## src/rtl/vec_expander.sv

```systemverilog
module vec_expander #(
  parameter int OP_W   = 7,
  parameter int REG_W  = 5,
  parameter int MAX_VL = 8,
  parameter int DEPTH  = 4
)(
  input  logic                        clk,
  input  logic                        rst_n,
  input  logic                        len_we,
  input  logic [$clog2(MAX_VL+1)-1:0] len_val,
  input  logic                        tag_we,
  input  logic [REG_W-1:0]            tag_reg,
  input  logic                        tag_val,
  input  logic                        in_valid,
  output logic                        in_ready,
  input  logic [OP_W-1:0]             in_op,
  input  logic [REG_W-1:0]            in_rd,
  input  logic [REG_W-1:0]            in_rs1,
  input  logic [REG_W-1:0]            in_rs2,
  output logic                        out_valid,
  input  logic                        out_ready,
  output logic [OP_W-1:0]             out_op,
  output logic [REG_W-1:0]            out_rd,
  output logic [REG_W-1:0]            out_rs1,
  output logic [REG_W-1:0]            out_rs2,
  output logic [$clog2(MAX_VL)-1:0]   out_elem,
  output logic                        out_last,
  output logic [$clog2(DEPTH):0]      out_id,
  input  logic                        exc_valid,
  input  logic [$clog2(MAX_VL)-1:0]   exc_elem,
  input  logic [$clog2(DEPTH):0]      exc_id,
  output logic                        abort_valid,
  output logic [$clog2(MAX_VL)-1:0]   abort_elem,
  output logic [$clog2(DEPTH):0]      abort_id
);
  localparam int NREG = 1 << REG_W;
  localparam int LW   = $clog2(MAX_VL+1);
  localparam int EW   = $clog2(MAX_VL);
  localparam int PW   = $clog2(DEPTH);
  localparam int IW   = PW + 1;

  logic [NREG-1:0] vtag;
  logic [LW-1:0]   vlen;
  logic [EW-1:0]   elem_q;
  logic [IW-1:0]   gen_id;

  logic [OP_W-1:0]  f_op   [DEPTH];
  logic [REG_W-1:0] f_rd   [DEPTH];
  logic [REG_W-1:0] f_rs1  [DEPTH];
  logic [REG_W-1:0] f_rs2  [DEPTH];
  logic [EW-1:0]    f_elem [DEPTH];
  logic [IW-1:0]    f_id   [DEPTH];
  logic             f_last [DEPTH];
  logic [PW-1:0]    wr_ptr, rd_ptr, scan_idx;
  logic [IW-1:0]    cnt, fl;

  logic          any_vec, is_last, full, cancel, push, pop;
  logic [LW-1:0] n_elem, n_m1;

  assign any_vec = vtag[in_rd] | vtag[in_rs1] | vtag[in_rs2];
  assign n_elem  = (vlen == '0 || !any_vec) ? LW'(1) : vlen;
  assign n_m1    = n_elem - LW'(1);
  assign is_last = (LW'(elem_q) == n_m1);
  assign full    = (cnt == IW'(DEPTH));
  assign cancel  = in_valid && exc_valid && (exc_id == gen_id) && (elem_q != '0);
  assign push    = in_valid && !full && !cancel;
  assign in_ready = (push && is_last) || cancel;

  assign out_valid = (cnt != '0) && !exc_valid;
  assign pop       = out_valid && out_ready;
  assign out_op    = f_op[rd_ptr];
  assign out_rd    = f_rd[rd_ptr];
  assign out_rs1   = f_rs1[rd_ptr];
  assign out_rs2   = f_rs2[rd_ptr];
  assign out_elem  = f_elem[rd_ptr];
  assign out_last  = f_last[rd_ptr];
  assign out_id    = f_id[rd_ptr];

  always_comb begin
    fl = '0;
    scan_idx = rd_ptr;
    for (int i = 0; i < DEPTH; i++) begin
      scan_idx = rd_ptr + PW'(i);
      if (exc_valid && (IW'(i) < cnt) && (f_id[scan_idx] == exc_id) &&
          (f_elem[scan_idx] > exc_elem))
        fl = fl + IW'(1);
    end
  end

  always_ff @(posedge clk) begin
    if (push) begin
      f_op[wr_ptr]   <= in_op;
      f_rd[wr_ptr]   <= in_rd  + (vtag[in_rd]  ? REG_W'(elem_q) : '0);
      f_rs1[wr_ptr]  <= in_rs1 + (vtag[in_rs1] ? REG_W'(elem_q) : '0);
      f_rs2[wr_ptr]  <= in_rs2 + (vtag[in_rs2] ? REG_W'(elem_q) : '0);
      f_elem[wr_ptr] <= elem_q;
      f_id[wr_ptr]   <= gen_id;
      f_last[wr_ptr] <= is_last;
    end
  end

  always_ff @(posedge clk) begin
    if (!rst_n) begin
      vtag        <= '0;
      vlen        <= '0;
      elem_q      <= '0;
      gen_id      <= '0;
      wr_ptr      <= '0;
      rd_ptr      <= '0;
      cnt         <= '0;
      abort_valid <= 1'b0;
      abort_elem  <= '0;
      abort_id    <= '0;
    end else begin
      if (tag_we) vtag[tag_reg] <= tag_val;
      if (len_we) vlen <= (int'(len_val) > MAX_VL) ? LW'(MAX_VL) : len_val;
      if (in_ready) begin
        elem_q <= '0;
        gen_id <= gen_id + IW'(1);
      end else if (push) begin
        elem_q <= elem_q + EW'(1);
      end
      if (push) wr_ptr <= wr_ptr + PW'(1);
      rd_ptr <= rd_ptr + PW'(pop) + fl[PW-1:0];
      cnt    <= cnt + IW'(push) - IW'(pop) - fl;
      abort_valid <= exc_valid;
      if (exc_valid) begin
        abort_elem <= exc_elem;
        abort_id   <= exc_id;
      end
    end
  end
endmodule

```

## config.mk

```make
export PLATFORM = sky130hd
export DESIGN_NAME = vec_expander
export DESIGN_NICKNAME = d
export VERILOG_FILES = /design/src/rtl/vec_expander.sv
export SDC_FILE = /design/constraint.sdc
export NUM_CORES = 1
export LEC_CHECK = 0
export CAP_MARGIN = 20
export CELL_PAD_IN_SITES_DETAIL_PLACEMENT = 1
export CELL_PAD_IN_SITES_GLOBAL_PLACEMENT = 2
export CORE_ASPECT_RATIO = 0.75
export CORE_MARGIN = 5
export CORE_UTILIZATION = 41
export CTS_BUF_LIST = sky130_fd_sc_hd__clkbuf_4 sky130_fd_sc_hd__clkbuf_8
export CTS_CLUSTER_DIAMETER = 40
export DETAILED_ROUTE_END_ITERATION = 7
export HOLD_SLACK_MARGIN = 0.15
export PLACE_DENSITY_LB_ADDON = 0.1
export SLEW_MARGIN = 20
export SYNTH_ARGS = -nofsm -noshare
export SYNTH_HDL_FRONTEND = slang
export SYNTH_SLANG_ARGS = --single-unit
```

## constraint.sdc

```tcl
create_clock -name clk -period 8.1 [get_ports clk]
set_clock_uncertainty 0.1 [all_clocks]
set_input_delay 1.62 -clock clk [delete_from_list [all_inputs] [get_ports clk]]
set_output_delay 1.62 -clock clk [all_outputs]
set_load 0.02 [all_outputs]
```

==> metrics.cfg <==
[outcome]
status = complete, no violations

[cts]
root_buffer = clkbuf_8
clk_latency_ps = 470
numCtsBuffers = 17
clock-sinks = 172
postCtsSetupBuffers = 0
cts_hold_buffers = 0
cts_tree = built
clk_pin_slew_ps = 100
cts_buffer_depth = 2
cts_resized = 0
htreeDepth = 4

[pwr]
p_leak_nw = 3.80
power_mw = 2.62
combPwrFrac = 0.326
clkPwrFrac = 0.242
internal_power_mw = 1.71
vdd_ir_drop_max_mv = 0.130
p_sw_frac = 0.347
power.switching_uw = 909
power_frac_seq = 0.432
power.density_cell_area_nw_per_um2 = 242

[drt]
antenna_left = 0
route.detailed.drc = 0
vias = 6465
routed_wl_um = 24700
via_per_inst = 5.68
drt_pass1_iterations = 4
wl_per_cell_um = 21.7
drt_iter0_drc = 430

[synth]
synth_area_um2 = 9270
synth-seq-cells = 172
synth_area_leaders = edfxtp_1 (38%), mux4_2 (12%), dfxtp_1 (12%), ha_1 (4.6%), mux2i_1 (3.2%)
yosysTopAreaCellShare = 0.376
synth_flop_cell = edfxtp_1
syn_inst = 757
synth-async-reset-ratio = 0
yosys_warnings = 0
avgSynthCellArea_um2 = 12.2
postSynthNetCount = 842
synth_edf_count = 116
ys_types = 53
yosysTopAreaCell = edfxtp_1
ys_seq_area_frac = 0.497

[floorplan]
fp-row-count = 47
die_h_um = 140
die_w_um = 184
die_area_um2 = 25700
core_area_um2 = 22200
boundaryPins = 83
start_util = 0.418

[final_layout]
multi_input_area_um2 = 4360
seqCellArea_um2 = 4610
layout_commonest_cell = edfxtp_1
stdcell_count = 1138
syn2layout_area_growth_pct = 16.7
nets = 916
n_antenna_cell = 0
fillers = 2317
mostFrequentLayoutCells = edfxtp_1 (116), clkdlybuf4s50_1 (81), nand2_1 (78), dfxtp_1 (54), mux4_2 (50)
drive_gt1_frac = 0.139

[setup_path]
timing.critical_path.from_type = input port
crit_type = in -> out
r2r_end = cnt[2]
worstRegToRegCells = 22
r2r_slack_ps = 2200
crit-reg2reg-launch = rd_ptr[0]
worstPathArrival_ps = 6040
crit_path_end_kind = output pin
crit_fanout = 10
worstPathRequired_ps = 6380
crit_start = in_rd[0]

[timing]
hold_violations = 0
relSlewSlack = 0.245
hold_ws_ps = 400
rsz0062_at_grt = no
tightest_slew_ps = 1130
finalCriticalPeriod_ps = 7760
setup_viol = 0
fmax_ghz = 0.129
tns_ps = 0
fin_crit_sh = 0.958
slew_viol_final = 0

[grt]
grt_start_max_net_pins = 49
grt_pass1_wl_um = 39100
antenna_found_initial = 0
track_usage = 0.197
first_global_vias = 6760
gr-total-overflow = 0

[job]
maxCapViolCount = 0

[worst_hold_path]
hp-start = vlen[0]
holdPathStages = 2
hp-class = reg -> reg
whs_endpoint = vlen[0]

[place]
port_buffers = 82
placed_cells = 1106
dp_hpwl_um = 18200
gp_congestion = 0.874

per-layer routing:
layer  GRT usage  part of all wire  vias to the layer above
met5           0                 0                        -
met4      0.0384            0.0072                        0
met3      0.0371             0.052                       11
met2       0.302              0.45                      153
met1       0.294              0.49                     3326
li1            -                 -                     2975
how the worst max path moves through the flow:
| stage | end | slack, ps | cells past startpoint |
|---|---|---|---|
| 3_3_place_gp | in_ready | 460 | 14 |
| 5_1_grt | in_ready | 120 | 14 |
| 4_1_cts | in_ready | 340 | 14 |
| 6_report | in_ready | 340 | 14 |
| 3_5_place_dp | in_ready | 370 | 14 |
| 2_1_floorplan | in_ready | 1610 | 13 |
cells in the mapped netlist (23+ instances only):
| cell type | number |
|---|---|
| edfxtp_1 | 116 |
| nand2_1 | 78 |
| dfxtp_1 | 56 |
| mux4_2 | 50 |
| a21oi_1 | 48 |
| nor2_1 | 45 |
| inv_1 | 36 |
| ha_1 | 34 |
| mux2i_1 | 30 |
| xnor2_1 | 30 |
| nand3_1 | 29 |
| o21ai_0 | 25 |
| clkbuf_1 | 23 |
per-stage QoR:
stage	util	worst slack [ps]	cell area, um2
6_report	0.488	343	10800
5_1_grt	0.488	124	10800
4_1_cts	0.487	338	10800
3_5_place_dp	0.468	370	10400
3_3_place_gp	0.468	463	10400
2_1_floorplan	-	1610	9270
flip-flops by register name (all words and copies together), names as in the netlist, 4 cells and up:
signal,flops
f_rs1,20
vtag,32
f_id,12
f_rd,20
f_last,4
f_op,28
vlen,4
f_elem,12
f_rs2,20
cell families (layout without fill, tap and decap cells):
logic type               Yosys count  count (layout)  synth area share
AND/OR/NAND/NOR                  232             232             0.125
buffers and inverters             76             163            0.0344
flip-flops                       172             172             0.497
AO/OA/AOI/OAI                    108             108            0.0697
adder cells (fa/ha/maj)           40              40            0.0589
multiplexers                      94              94             0.182
XOR/XNOR                          35              35            0.0331
power by group through the flow:
| stage | combinational [mW] | sequential (mW) | clock, mW |
|---|---|---|---|
| after global routing | 0.925 | 1.15 | 0.691 |
| after floorplan | 0.576 | 1.11 | 0 |
| final | 0.854 | 1.13 | 0.634 |
| after global placement | 0.842 | 1.14 | 0 |
| after CTS | 0.871 | 1.13 | 0.649 |
| after detailed placement | 0.864 | 1.15 | 0 |
worst max-delay path, cell delays in order:
cell and delay, ps:
clkdlybuf4s50_1 750, mux4_2 550, mux2_2 280, nand3_1 110, and4_1 250, nand3_1 190, and2_1 220, ha_1 310
xnor2_1 160, or3_1 450, nor2_1 130, and4_4 270, or3_1 140, clkdlybuf4s50_1 610
area by class of cell:
class | instances | share of cell area
Sequential cell | 172 | 0.426
Clock buffer | 17 | 0.0216
Multi-Input combinational cell | 509 | 0.403
Tap cell | 294 | 0.0340
Inverter | 36 | 0.0125
Timing Repair Buffer | 95 | 0.0845
Clock inverter | 15 | 0.0184
Note: power is estimated with default switching activity, not from simulation.
